## config.mk

```make
export PLATFORM = sky130hd
export DESIGN_NAME = bus_owner_arb
export DESIGN_NICKNAME = d
export VERILOG_FILES = /design/src/rtl/arb_pkg.sv /design/src/rtl/arb_rst_sync.sv /design/src/rtl/arb_pick.sv /design/src/rtl/arb_age.sv /design/src/rtl/bus_owner_arb.sv
export SDC_FILE = /design/constraint.sdc
export NUM_CORES = 1
export LEC_CHECK = 0
export BUFFER_PORTS_ARGS = -buffer_cell sky130_fd_sc_hd__buf_4
export CAP_MARGIN = 20
export CORE_MARGIN = 3
export CORE_UTILIZATION = 50
export DETAILED_ROUTE_END_ITERATION = 6
export MAX_ROUTING_LAYER = met4
export PLACE_DENSITY_LB_ADDON = 0.1
export SYNTH_ARGS = -nofsm -noshare
export SYNTH_HDL_FRONTEND = slang
export SYNTH_SLANG_ARGS = --single-unit
```

## constraint.sdc

```tcl
create_clock -name clk -period 2.7 [get_ports clk]
set_clock_uncertainty 0.1 [all_clocks]
set_input_delay 0.135 -clock clk [delete_from_list [all_inputs] [get_ports clk]]
set_output_delay 0.135 -clock clk [all_outputs]
set_load 0.05 [all_outputs]
```

## src/rtl/arb_pkg.sv

```systemverilog
package arb_pkg;
  timeunit 1ns;
  timeprecision 100ps;

  localparam int unsigned NUM_MST = 3;

  typedef enum logic [1:0] {
    M_CPU = 2'd0,
    M_TC  = 2'd1,
    M_DMA = 2'd2
  } mst_e;

  typedef enum logic [1:0] {
    PH_INT = 2'd0,
    PH_REL = 2'd1,
    PH_EXT = 2'd2
  } ph_e;

  function automatic logic [NUM_MST-1:0] mst_onehot(mst_e m);
    logic [NUM_MST-1:0] r;
    r = '0;
    r[m] = 1'b1;
    return r;
  endfunction
endpackage

```

## src/rtl/arb_rst_sync.sv

```systemverilog
module arb_rst_sync #(
  parameter int unsigned STAGES = 2
) (
  input  logic clk,
  input  logic rst_n,
  output logic rst_sync_n
);
  timeunit 1ns;
  timeprecision 100ps;

  localparam int unsigned W = (STAGES < 2) ? 2 : STAGES;

  logic [W-1:0] sh_q;

  always_ff @(posedge clk or negedge rst_n) begin
    if (!rst_n) sh_q <= '0;
    else        sh_q <= {sh_q[W-2:0], 1'b1};
  end

  assign rst_sync_n = sh_q[W-1];
endmodule

```

## src/rtl/arb_pick.sv

```systemverilog
module arb_pick
  import arb_pkg::*;
(
  input  logic [NUM_MST-1:0] req,
  input  mst_e               ptr,
  input  logic               dma_older,
  output mst_e               win,
  output logic               win_ok
);
  timeunit 1ns;
  timeprecision 100ps;

  mst_e ord [NUM_MST];

  // ranking list starting at the pointer; age swaps the DMA-type pair
  always_comb begin
    case (ptr)
      M_TC:    if (dma_older) ord = '{M_DMA, M_TC, M_CPU};
               else           ord = '{M_TC, M_DMA, M_CPU};
      M_DMA:   ord = '{M_DMA, M_CPU, M_TC};
      default: ord = '{M_CPU, M_TC, M_DMA};
    endcase
  end

  always_comb begin
    win    = M_CPU;
    win_ok = 1'b0;
    for (int i = NUM_MST - 1; i >= 0; i--) begin
      if (req[ord[i]]) begin
        win    = ord[i];
        win_ok = 1'b1;
      end
    end
  end
endmodule

```

## src/rtl/arb_age.sv

```systemverilog
module arb_age
  import arb_pkg::*;
(
  input  logic clk,
  input  logic rst_n,
  input  logic dma_req,
  input  logic tc_req,
  input  logic busy,
  input  mst_e owner,
  input  logic take,
  input  mst_e win,
  output logic dma_older
);
  timeunit 1ns;
  timeprecision 100ps;

  logic older_q, older_d, dma_self, tc_self, en;

  assign dma_self = busy && (owner == M_DMA);
  assign tc_self  = busy && (owner == M_TC);

  always_comb begin
    older_d = older_q;
    en      = 1'b1;
    if (take && win == M_DMA)                  older_d = 1'b0;
    else if (take && win == M_TC)              older_d = 1'b1;
    else if (dma_req && !tc_req && !dma_self)  older_d = 1'b1;
    else if (tc_req && !dma_req && !tc_self)   older_d = 1'b0;
    else                                       en      = 1'b0;
  end

  always_ff @(posedge clk or negedge rst_n) begin
    if (!rst_n)  older_q <= 1'b0;
    else if (en) older_q <= older_d;
  end

  assign dma_older = older_q;
endmodule

```

## src/rtl/bus_owner_arb.sv

```systemverilog
module bus_owner_arb
  import arb_pkg::*;
#(
  parameter int unsigned RST_STAGES = 2
) (
  input  logic       clk,
  input  logic       rst_n,
  input  logic       cpu_req,
  input  logic       cpu_ext,
  input  logic       tc_req,
  input  logic       dma_req,
  input  logic       dma_burst,
  input  logic       cfg_cpu_yield,
  input  logic       cfg_tc_lock,
  input  logic       xfer_done,
  input  logic       ext_req,
  output logic       ext_ack,
  output logic [2:0] gnt
);
  timeunit 1ns;
  timeprecision 100ps;

  logic               rst_q_n;
  ph_e                ph_q, ph_d;
  mst_e               own_q, own_d, ptr_q, ptr_d, win;
  logic               busy_q, busy_d, pair_q, pair_d;
  logic               win_ok, dma_older, take, settle, boundary, cpu_demote, adv;
  logic [NUM_MST-1:0] req_elig;

  arb_rst_sync #(.STAGES(RST_STAGES)) u_rst (
    .clk(clk), .rst_n(rst_n), .rst_sync_n(rst_q_n)
  );

  // configuration-dependent demotion of external CPU accesses
  assign cpu_demote = cfg_cpu_yield && cpu_ext &&
                      ((dma_req && dma_burst) || (tc_req && !cfg_tc_lock));
  assign req_elig   = {dma_req, tc_req, cpu_req && !cpu_demote};

  arb_pick u_pick (
    .req(req_elig), .ptr(ptr_q), .dma_older(dma_older),
    .win(win), .win_ok(win_ok)
  );

  arb_age u_age (
    .clk(clk), .rst_n(rst_q_n), .dma_req(dma_req), .tc_req(tc_req),
    .busy(busy_q), .owner(own_q), .take(take), .win(win),
    .dma_older(dma_older)
  );

  assign boundary = !busy_q || xfer_done;

  always_comb begin
    ph_d   = ph_q;
    settle = 1'b0;
    unique case (ph_q)
      PH_INT: if (boundary) begin
                if (ext_req) ph_d = PH_REL;
                else         settle = 1'b1;
              end
      PH_REL: if (ext_req) ph_d = PH_EXT;
              else         settle = 1'b1;
      PH_EXT: if (!ext_req) settle = 1'b1;
      default: settle = 1'b1;
    endcase
    if (settle) ph_d = PH_INT;
  end

  assign take = settle && win_ok;

  always_comb begin
    own_d  = own_q;
    busy_d = busy_q;
    ptr_d  = ptr_q;
    pair_d = pair_q;
    if (ph_d != PH_INT) begin
      busy_d = 1'b0;
    end else if (settle) begin
      if (win_ok) begin
        own_d  = win;
        busy_d = 1'b1;
        pair_d = 1'b0;
        case (win)
          M_CPU: ptr_d = M_TC;
          M_TC:  ptr_d = pair_q ? M_CPU : M_DMA;
          default: begin
            if (ptr_q == M_TC && tc_req && !pair_q) begin
              ptr_d  = M_TC;
              pair_d = 1'b1;
            end else begin
              ptr_d = M_CPU;
            end
          end
        endcase
      end else begin
        own_d  = M_CPU;
        busy_d = 1'b0;
      end
    end
  end

  assign adv = boundary || (ph_q != PH_INT);

  always_ff @(posedge clk or negedge rst_q_n) begin
    if (!rst_q_n) begin
      ph_q   <= PH_INT;
      own_q  <= M_CPU;
      busy_q <= 1'b0;
      ptr_q  <= M_CPU;
      pair_q <= 1'b0;
    end else if (adv) begin
      ph_q   <= ph_d;
      own_q  <= own_d;
      busy_q <= busy_d;
      ptr_q  <= ptr_d;
      pair_q <= pair_d;
    end
  end

  assign gnt     = (ph_q == PH_INT) ? mst_onehot(own_q) : '0;
  assign ext_ack = (ph_q == PH_EXT);
endmodule

```

==> summary.md, run 1 <==
| Metric | Value |
|---|---|
| Most used cells in the layout excluding fill and tap cells | `14 x buf_4, 13 x nand2_1, 11 x dfrtp_1` |
| Switching share of total power | `0.518` |
| Required time at the endpoint of the critical path | `2.81 ns` |
| Horiz. Die Dim | `51.7 um` |
| Critical path fanouts, max | `14` |
| Result of the run | `finished, final reports clean` |
| Max Buffers Root-to-Sink | `2` |
| Post-layout instance area | `0.00116 mm2` |
| Vias | `986` |
| Synth Cell Area | `~0.0010 mm2` |
| FF+latch count, synth | `11` |
| Power density normalized to cell area | `1110 mW/mm2` |
| Max VDD drop | `0.808 mV` |
| Nets@finish | `158` |
| Register-to-Register Path Depth | `8` |
| GPL Wtd Cong | `0.844` |
| Commonest non-fill, non-tap cell in the layout | `buf_4` |
| Design internal power | `626 uW` |
| Tmin final | `around 2.1 ns` |
| Die area | `0.00267 mm2` |
| IO Pins | `15` |
| Pin count of the biggest net entering global routing | `15` |
| Crit path launch type | `flop` |
| Total GRT Usage | `0.213` |
| Worst EP arrival | `2.24 ns` |
| Routed vias/inst | `approximately 6.0` |
| Fraction of final layout cells with drive strength greater than 1 | `0.173` |
| Post-synthesis cell count | `127` |
| Remaining Overflow, GRT | `0` |
| Relative contribution of sequential cells to total power | `0.236` |
| Core Rows | `15` |
| Fmax | `469 MHz` |
| Ranking of synthesized cells by area | `dfrtp_1 26%, ha_1 8.4%, nand2_1 4.7%` |
| Worst-skew pair later-pin latency | `0.28 ns` |
| Total negative slack | `0 ns` |
| Root Buffer Master | `clkbuf_4` |
| Category of the most critical setup path | `reg2reg` |
| Wire length of the first global-routing pass | `4.11 mm` |
| Final routed wirelength across all metal layers | `~2.3 mm` |
| Number of global-route vias before repair | `888` |
| Average wire per cell in the routed design | `around 14 um` |
| Reported net switching power | `around 670 uW` |
| Number of levels the H-tree was split into | `1` |
| Power share of the clock group | `0.090` |
| Antenna violations before repair | `0` |
| Diodes inserted | `0` |
| Total cell area at the placement stage | `0.00113 mm2` |
| Effective utilization at floorplan | `0.568` |
| Unrepaired setup endpoints after global routing | `false` |
| Count of endpoints failing hold in the final timing report | `0` |
| Class of the tightest hold or removal check | `reg2async` |
| Gate power share | `0.675` |
| Die height | `51.7 um` |
| Max Cap Viol | `0` |
| Type of element capturing the critical path | `flop` |
| Total CTS buffers | `3` |
| Post-Place Cells | `159` |
| Final-report setup violation count | `0` |
| Most used DFF post-synth | `dfrtp_1` |
| Final clock period utilization by the worst path | `0.790` |
| Detailed placement HPWL | `about 1.8 mm` |
| Post-synth top area share | `0.263` |
| Cell Count, Final, Fillers Out | `164` |
| Number of remaining DRC errors | `0` |
| Setup slack at placement | `roughly 0.57 ns` |
| Number of flops mapped to enable cells by yosys | `0` |
| Number of max-slew violations in the final report | `0` |
| Synth warnings | `0` |
| TritonCTS clock tree | `built` |
| Dominant cell type by area after synthesis | `dfrtp_1` |
| Buffers on Ports | `14` |
| Number of library cell types mapped by synthesis | `between 40 and 50` |
| Count of routing violations after the opening detailed-route iteration | `34` |
| LEAKAGE | `between 0.5 and 0.6 nW` |
| Clock-pin slew on the worst setup and hold paths | `0.08 ns` |
| Fraction of the yosys area taken by sequential cells | `0.263` |
| Final cell utilization of the core | `0.633` |
| Core area | `0.00184 mm2` |
| Share of synthesized registers carrying an async set or reset | `1.00` |
| Post-synth net total | `145` |
| Layout overhead on the synthesized area | `11.5%` |
| Drt pass-1 iters | `4` |
| Final setup slack of the worst path | `0.568 ns` |
| CTS sink cnt | `11` |
| Post-DRT Antenna Nets | `0` |
| Syn_area_per_cell | `8.23 um2` |
## state kept, by name (all words and copies together), names as in the netlist
register,flops
busy_q,1
own_q,2
pair_q,1
ph_q,2
ptr_q,2
u_age.dma_older,1
u_rst.sh_q,2
## critical path, stage by stage (launching register included)
cell and delay, ns:
dfrtp_1 0.40, inv_1 0.08, ha_1 0.44, nand3b_1 0.18, a31oi_1 0.08, a21oi_1 0.28
o211ai_4 0.17, a31oi_1 0.16, a2bb2oi_1 0.17
## what timing repair did
action	CTS	global route
buffers inserted	0	0
gates resized for setup	0	0
hold buffers	1	0
endpoints found under the hold margin	2	0
## cells in the mapped netlist, types with 3 or more instances
master / number
dfrtp_1: 11
a21oi_1: 9
nand2b_1: 4
o21ai_0: 8
nand2_1: 13
nor2b_1: 3
ha_1: 7
inv_1: 6
nor2_1: 10
a31oi_1: 4
buf_4: 3
mux2i_1: 3
nand3b_1: 3
## metrics by stage
stage               total power [mW]  hold slack (ns)
floorplan                       1.02           -0.261
global placement                1.15           -0.184
detailed placement              1.17           -0.182
CTS                             1.29           0.0640
global route                    1.42           0.0816
finish                          1.30           0.0441
## area by class of cell
type | count | area, um2
Clock buffer | 3 | 22.5
Tap cell | 25 | 31.3
Timing Repair Buffer | 15 | 115
Fill cell | 159 | 674
Clock inverter | 1 | 5.00
Inverter | 7 | 26.3
Sequential cell | 11 | 275
Multi-Input combinational cell | 102 | 689
## final timing paths
check,from,to,slack (ns)
max,ptr_q[1],u_age.dma_older,0.57
min,u_rst.sh_q[1],ph_q[0],0.04
max reg2reg,ptr_q[1],u_age.dma_older,0.57
min reg2reg,u_rst.sh_q[1],ph_q[0],0.04
max in group asynchronous,u_rst.sh_q[1],pair_q,2.17
min in group clk,ext_req,ph_q[1],0.11
## kinds of logic after synthesis
kind of cell	count (synthesis)	synth area share
buf+inv	14	0.0766
compound gates	44	0.290
fa+ha+maj	7	0.0838
other cells	1	0.00359
simple gates	46	0.243
flops	11	0.263
mux	4	0.0395
## power by group through the flow
stage	sequential (mW)	combinational, mW	clock, mW
CTS	0.305	0.870	0.120
detailed placement	0.310	0.863	0
global placement	0.306	0.841	0
finish	0.306	0.875	0.116
floorplan	0.271	0.747	0
global route	0.320	0.970	0.128
## per-layer routing
metal | track usage | up-vias | part of all wire
met1 | 0.288 | 464 | 0.48
li1 | - | 487 | -
met2 | 0.322 | 35 | 0.46
met5 | - | - | 0
met3 | 0.0516 | 0 | 0.061
met4 | 0.0524 | 0 | 0
Note: power is estimated with default switching activity, not from simulation.
==> run 2, diff against run 1 <==
Clock period 2.7 ns to 2.2 ns, I/O delays scaled along.
==> run 2 against run 1 <==
  * Flip-flop and latch count unchanged
  * Critical endpoint unchanged
  * Worst hold slack got worse by 0.0058 ns
  * Maximum frequency is 8.2% higher
  * Combinational power up 31%
  * Non-clock buffer count increased by 3
==> summary.md, run 2 (same netlist as run 1, synthesis figures left out) <==
| Metric | Value |
|---|---|
| Result of the run | `finished, final reports clean (unchanged)` |
| Horiz. Die Dim | `51.7 um (unchanged)` |
| Total CTS buffers | `3 (unchanged)` |
| Die area | `0.00267 mm2 (unchanged)` |
| Reported net switching power | `827 uW (was 671 uW)` |
| Total GRT Usage | `0.197 (was 0.213)` |
| Power share of the clock group | `0.080 (was 0.090)` |
| Register-to-Register Path Depth | `8 (unchanged)` |
| Count of routing violations after the opening detailed-route iteration | `28 (was 34)` |
| Critical path fanouts, max | `14 (unchanged)` |
| Unrepaired setup endpoints after global routing | `false (unchanged)` |
| Vias | `985 (was 986)` |
| Number of global-route vias before repair | `854 (was 888)` |
| IO Pins | `15 (unchanged)` |
| Buffers on Ports | `14 (unchanged)` |
| Power density normalized to cell area | `1360 mW/mm2 (was 1110 mW/mm2)` |
| CTS sink cnt | `11 (unchanged)` |
| LEAKAGE | `0.529 nW (was 0.515 nW)` |
| Capturing point of the worst reg2reg path | `u_age.dma_older (unchanged)` |
| Effective utilization at floorplan | `0.568 (unchanged)` |
| Final Total Pwr | `1.65 mW (was 1.30 mW)` |
| Post-DRT Antenna Nets | `0 (unchanged)` |
| Root Buffer Master | `clkbuf_4 (unchanged)` |
| Required time at the endpoint of the critical path | `2.25 ns (was 2.81 ns)` |
| Gate power share | `0.695 (was 0.675)` |
| Crit path launch type | `flop (unchanged)` |
| Reg-to-reg slack, setup | `0.23 ns (was 0.57 ns)` |
| Wire length of the first global-routing pass | `3.88 mm (was 4.11 mm)` |
| Max Cap Viol | `0 (unchanged)` |
| Detailed placement HPWL | `1.78 mm (was 1.75 mm)` |
| Diodes inserted | `0 (unchanged)` |
| Nets@finish | `161 (was 158)` |
| Setup slack at placement | `0.134 ns (was 0.574 ns)` |
| Launching element of the worst setup path | `ptr_q[1] (unchanged)` |
| Routed vias/inst | `5.90 (was 6.01)` |
| Fmax | `507 MHz (was 469 MHz)` |
| Design internal power | `824 uW (was 626 uW)` |
| TritonCTS clock tree | `built (unchanged)` |
| Commonest non-fill, non-tap cell in the layout | `buf_4 (unchanged)` |
| Max VDD drop | `0.715 mV (was 0.808 mV)` |
| Final-report setup violation count | `0 (unchanged)` |
| Reg2Reg Launch Point | `ptr_q[1] (unchanged)` |
| Worst-skew pair later-pin latency | `0.27 ns (was 0.28 ns)` |
| Layout overhead on the synthesized area | `15.9% (was 11.5%)` |
| Class of the tightest hold or removal check | `reg2async (unchanged)` |
| Core area | `0.00184 mm2 (unchanged)` |
| Post-CTS Setup Inserts | `0 (unchanged)` |
| Switching share of total power | `0.501 (was 0.518)` |
| Remaining Overflow, GRT | `0 (unchanged)` |
| Drt pass-1 iters | `5 (was 4)` |
| Tmin final | `1.97 ns (was 2.13 ns)` |
| Termination of the worst setup path | `u_age.dma_older (unchanged)` |
| Number of remaining DRC errors | `0 (unchanged)` |
| Number of levels the H-tree was split into | `1 (unchanged)` |
| Category of the most critical setup path | `reg2reg (unchanged)` |
| GPL Wtd Cong | `0.947 (was 0.844)` |
| Fraction of final layout cells with drive strength greater than 1 | `0.218 (was 0.173)` |
| Average wire per cell in the routed design | `13.9 um (was 14.2 um)` |
| Final clock period utilization by the worst path | `0.896 (was 0.790)` |
| Clock-pin slew on the worst setup and hold paths | `0.07 ns (was 0.08 ns)` |
| Core Rows | `15 (unchanged)` |
| Antenna violations before repair | `0 (unchanged)` |
| Relative contribution of sequential cells to total power | `0.225 (was 0.236)` |
| Worst EP arrival | `2.02 ns (was 2.24 ns)` |
| Total negative slack | `0 ns (unchanged)` |
| Die height | `51.7 um (unchanged)` |
| Final setup slack of the worst path | `0.229 ns (was 0.568 ns)` |
| Most used cells in the layout excluding fill and tap cells | `17 x buf_4, 13 x nand2_1, 11 x dfrtp_1 (was 14 x buf_4, 13 x nand2_1, 11 x dfrtp_1)` |
| Hold slack | `0.0383 ns (was 0.0441 ns)` |
| Pin count of the biggest net entering global routing | `15 (unchanged)` |
| Final routed wirelength across all metal layers | `2.31 mm (was 2.33 mm)` |
| Number of max-slew violations in the final report | `0 (unchanged)` |
| Type of element capturing the critical path | `flop (unchanged)` |
| Max Buffers Root-to-Sink | `2 (unchanged)` |
| Count of endpoints failing hold in the final timing report | `0 (unchanged)` |
==> run 2: worst min-delay path by stage <==
stage / start / depth (start not counted) / to
5_1_grt: rst_n / 2 / u_rst.sh_q[1]
3_3_place_gp: rst_n / 1 / u_rst.sh_q[0]
3_5_place_dp: rst_n / 1 / u_rst.sh_q[1]
2_1_floorplan: rst_n / 0 / u_rst.sh_q[0]
4_1_cts: rst_n / 2 / u_rst.sh_q[1]
6_report: u_rst.sh_q[1] / 0 / ph_q[0]
==> run 2: timing repair <==
action,4_1_cts,5_1_grt
gates resized for setup,0,4
hold buffers,1,0
endpoints found under the hold margin,2,0
setup endpoints to repair,0,5
==> run 2: metal layers <==
layer	vias to the layer above	wire length [um]	global-route usage
met4	0	15	0.0655
met5	-	0	-
met3	2	168	0.0344
met1	447	1120	0.287
met2	42	1010	0.275
li1	494	-	-
==> run 2: power groups by stage <==
stage                     registers [mW]  logic [mW]  clock network, mW
final                              0.371        1.15              0.133
after global routing               0.387        1.26              0.148
after CTS                          0.366        1.11              0.139
after detailed placement           0.371        1.10                  0
after global placement             0.365        1.07                  0
after floorplan                    0.334       0.922                  0
==> run 2: through the flow <==
step,util,cells,instance area (um2)
after floorplan,-,127,1050
after global placement,0.628,162,1150
after detailed placement,0.628,162,1150
after CTS,0.648,167,1190
after global routing,0.659,167,1210
final,0.659,167,1210
==> run 2: final cells by class <==
class	instances	area (um2)
fill	161	628
clock inverter	1	5.00
sequential	11	275
tap	25	31.3
multi-input combinational	102	713
clock buffer	3	22.5
inverter	7	26.3
timing repair buffer	18	138
==> run 2: worst max-delay path: stages, from the launching register on <==
cell and delay [ns]:
dfrtp_1 0.42, inv_1 0.10, ha_2 0.32, nand3_2 0.11
a31oi_1 0.19, a21oi_1 0.09, o211ai_4 0.27, a31oi_1 0.12
a2bb2oi_1 0.14
==> run 3, diff against run 2 <==
Settings changed: HOLD_SLACK_MARGIN set to 0.1.
==> run 3 against run 2 <==
  * Utilization increased by 1.1 points
  * Non-clock buffer count increased by 2
  * Maximum frequency about the same
  * Critical path depth unchanged
  * Via count decreased by 0.10%
  * Final cell count increased by 1.2%
  * Critical endpoint unchanged
  * Clock-buffer cell count unchanged
  * Setup slack about the same
  * First-iteration DRC count unchanged
  * Worst hold slack improved by 0.084 ns
  * Power about the same
==> summary.md, run 3 (same netlist as run 1, synthesis figures left out) <==
| Metric | Value |
|---|---|
| Number of levels the H-tree was split into | `1 (unchanged)` |
| Die height | `51.7 um (unchanged)` |
| Routed vias/inst | `5.82 (was 5.90)` |
| Diodes inserted | `0 (unchanged)` |
| Worst EP arrival | `2.02 ns (about the same)` |
| Type of element capturing the critical path | `flop (unchanged)` |
| CTS sink cnt | `11 (unchanged)` |
| Pin count of the biggest net entering global routing | `15 (unchanged)` |
| Total cell area at the placement stage | `0.00115 mm2 (unchanged)` |
| Max Buffers Root-to-Sink | `2 (unchanged)` |
| Core area | `0.00184 mm2 (unchanged)` |
| IO Pins | `15 (unchanged)` |
| Power density normalized to cell area | `1340 mW/mm2 (was 1360 mW/mm2)` |
| Remaining Overflow, GRT | `0 (unchanged)` |
| Class of the tightest hold or removal check | `in2reg (was reg2async)` |
| Clock-pin slew on the worst setup and hold paths | `0.07 ns (about the same)` |
| Core Rows | `15 (unchanged)` |
| Power share of the clock group | `0.080 (about the same)` |
| Die area | `0.00267 mm2 (unchanged)` |
| Vias | `984 (was 985)` |
| Max Cap Viol | `0 (unchanged)` |
| Category of the most critical setup path | `reg2reg (unchanged)` |
| Count of routing violations after the opening detailed-route iteration | `28 (unchanged)` |
| Required time at the endpoint of the critical path | `2.25 ns (about the same)` |
| Post-DRT Antenna Nets | `0 (unchanged)` |
| Root Buffer Master | `clkbuf_4 (unchanged)` |
| Number of global-route vias before repair | `866 (was 854)` |
| Number of remaining DRC errors | `0 (unchanged)` |
| Most used cell along the critical path | `a31oi_1 (unchanged)` |
| Effective utilization at floorplan | `0.568 (unchanged)` |
| Wire length of the first global-routing pass | `3.90 mm (was 3.88 mm)` |
| Drt pass-1 iters | `4 (was 5)` |
| Relative contribution of sequential cells to total power | `0.222 (was 0.225)` |
| Reported net switching power | `825 uW (was 827 uW)` |
| Nets@finish | `163 (was 161)` |
| Final routed wirelength across all metal layers | `2.31 mm (about the same)` |
| Worst-skew pair later-pin latency | `0.27 ns (about the same)` |
| Commonest non-fill, non-tap cell in the layout | `buf_4 (unchanged)` |
| Crit path launch type | `flop (unchanged)` |
| Average wire per cell in the routed design | `13.6 um (was 13.9 um)` |
| Total negative slack | `0 ns (unchanged)` |
| Final clock period utilization by the worst path | `0.895 (was 0.896)` |
| Gate power share | `0.698 (was 0.695)` |
| Switching share of total power | `0.500 (was 0.501)` |
| Fraction of final layout cells with drive strength greater than 1 | `0.215 (was 0.218)` |
| Fmax | `508 MHz (was 507 MHz)` |
| Total GRT Usage | `0.198 (was 0.197)` |
| Horiz. Die Dim | `51.7 um (unchanged)` |
| Register-to-Register Path Depth | `8 (unchanged)` |
| Detailed placement HPWL | `1.78 mm (unchanged)` |
| Total CTS buffers | `3 (unchanged)` |
| Antenna violations before repair | `0 (unchanged)` |
| Tmin final | `1.97 ns (about the same)` |
| Number of max-slew violations in the final report | `0 (unchanged)` |
| TritonCTS clock tree | `built (unchanged)` |
| CP max stage delay | `0.42 ns (about the same)` |
| Slowest stage cell, crit path | `dfrtp_1 (unchanged)` |
| Critical path fanouts, max | `14 (unchanged)` |
| Count of endpoints failing hold in the final timing report | `0 (unchanged)` |
| Layout overhead on the synthesized area | `17.8% (was 15.9%)` |
| LEAKAGE | `0.538 nW (was 0.529 nW)` |
| Result of the run | `finished, final reports clean (unchanged)` |
| Number of cells on the worst hold path | `3` |
| Max VDD drop | `0.714 mV (was 0.715 mV)` |
| Most used cells in the layout excluding fill and tap cells | `17 x buf_4, 13 x nand2_1, 11 x dfrtp_1 (unchanged)` |
| Crit-path cells | `inv_1 -> ha_2 -> nand3_2 -> a31oi_1 -> a21oi_1 -> o211ai_4 -> a31oi_1 -> a2bb2oi_1 (unchanged)` |
| Count of filler cells inserted in the layout | `159 (was 161)` |
| Post-layout instance area | `0.00123 mm2 (was 0.00121 mm2)` |
| Buffers on Ports | `14 (unchanged)` |
| Unrepaired setup endpoints after global routing | `false (unchanged)` |
| Design internal power | `826 uW (was 824 uW)` |
| GPL Wtd Cong | `0.947 (unchanged)` |
| Final-report setup violation count | `0 (unchanged)` |
run 3: cell count changes in the layout (fill, tap and decap cells not counted):
cell,before,now
dlygate4sd3_1,1,3
run 3: worst max-delay path, delay by kind of cell, from the launching register on:
| family | cells | cell delay (ns) |
|---|---|---|
| AOI/OAI and AO/OA | 5 | 0.81 |
| buffers and inverters | 1 | 0.10 |
| adders and majority gates | 1 | 0.32 |
| DFF | 1 | 0.42 |
| and+or+nand+nor | 1 | 0.11 |
run 3: through the flow:
step	utilization	total power, mW	setup slack [ns]	std cells	hold slack [ns]
CTS	0.659	1.61	0.120	169	0.117
finish	0.669	1.65	0.230	169	0.122
floorplan	-	1.26	0.321	127	-0.286
global route	0.669	1.80	0.0348	169	0.161
global placement	0.628	1.44	0.145	162	-0.207
detailed placement	0.628	1.47	0.134	162	-0.206
run 3: power groups by stage:
stage / logic, mW / clock network (mW) / registers, mW
final: 1.15 / 0.133 / 0.367
after global routing: 1.27 / 0.148 / 0.384
after CTS: 1.11 / 0.139 / 0.363
after detailed placement: 1.10 / 0 / 0.371
after global placement: 1.07 / 0 / 0.365
after floorplan: 0.922 / 0 / 0.334
run 3: worst paths after layout:
kind,start,to,slack [ns]
max,ptr_q[1],u_age.dma_older,0.23
min,ext_req,ph_q[1],0.12
max reg2reg,ptr_q[1],u_age.dma_older,0.23
min reg2reg,u_rst.sh_q[0],u_rst.sh_q[1],0.26
max in group asynchronous,u_rst.sh_q[1],pair_q,1.14
min in group asynchronous,u_rst.sh_q[1],ph_q[0],0.58
run 3: per-layer routing:
metal | vias to the layer above | track usage | wire length (um)
met3 | 2 | 0.0344 | 157
met2 | 34 | 0.280 | 1010
met4 | 0 | 0.0655 | 15
met1 | 452 | 0.285 | 1130
li1 | 496 | - | -
met5 | - | - | 0
run 3: layout make-up:
type	instances	area, um2	share of cell area
tap	25	31.3	0.0254
sequential	11	275	0.224
clock buffer	3	22.5	0.0183
clock inverter	1	5.00	0.00407
multi-input combinational	102	713	0.579
inverter	7	26.3	0.0213
timing repair buffer	20	158	0.128
run 3: repair_timing:
item	CTS	global route
hold buffers	3	0
resized for setup	0	4
buffers inserted	0	0
hold endpoints to repair	11	0
setup endpoints to repair	0	5
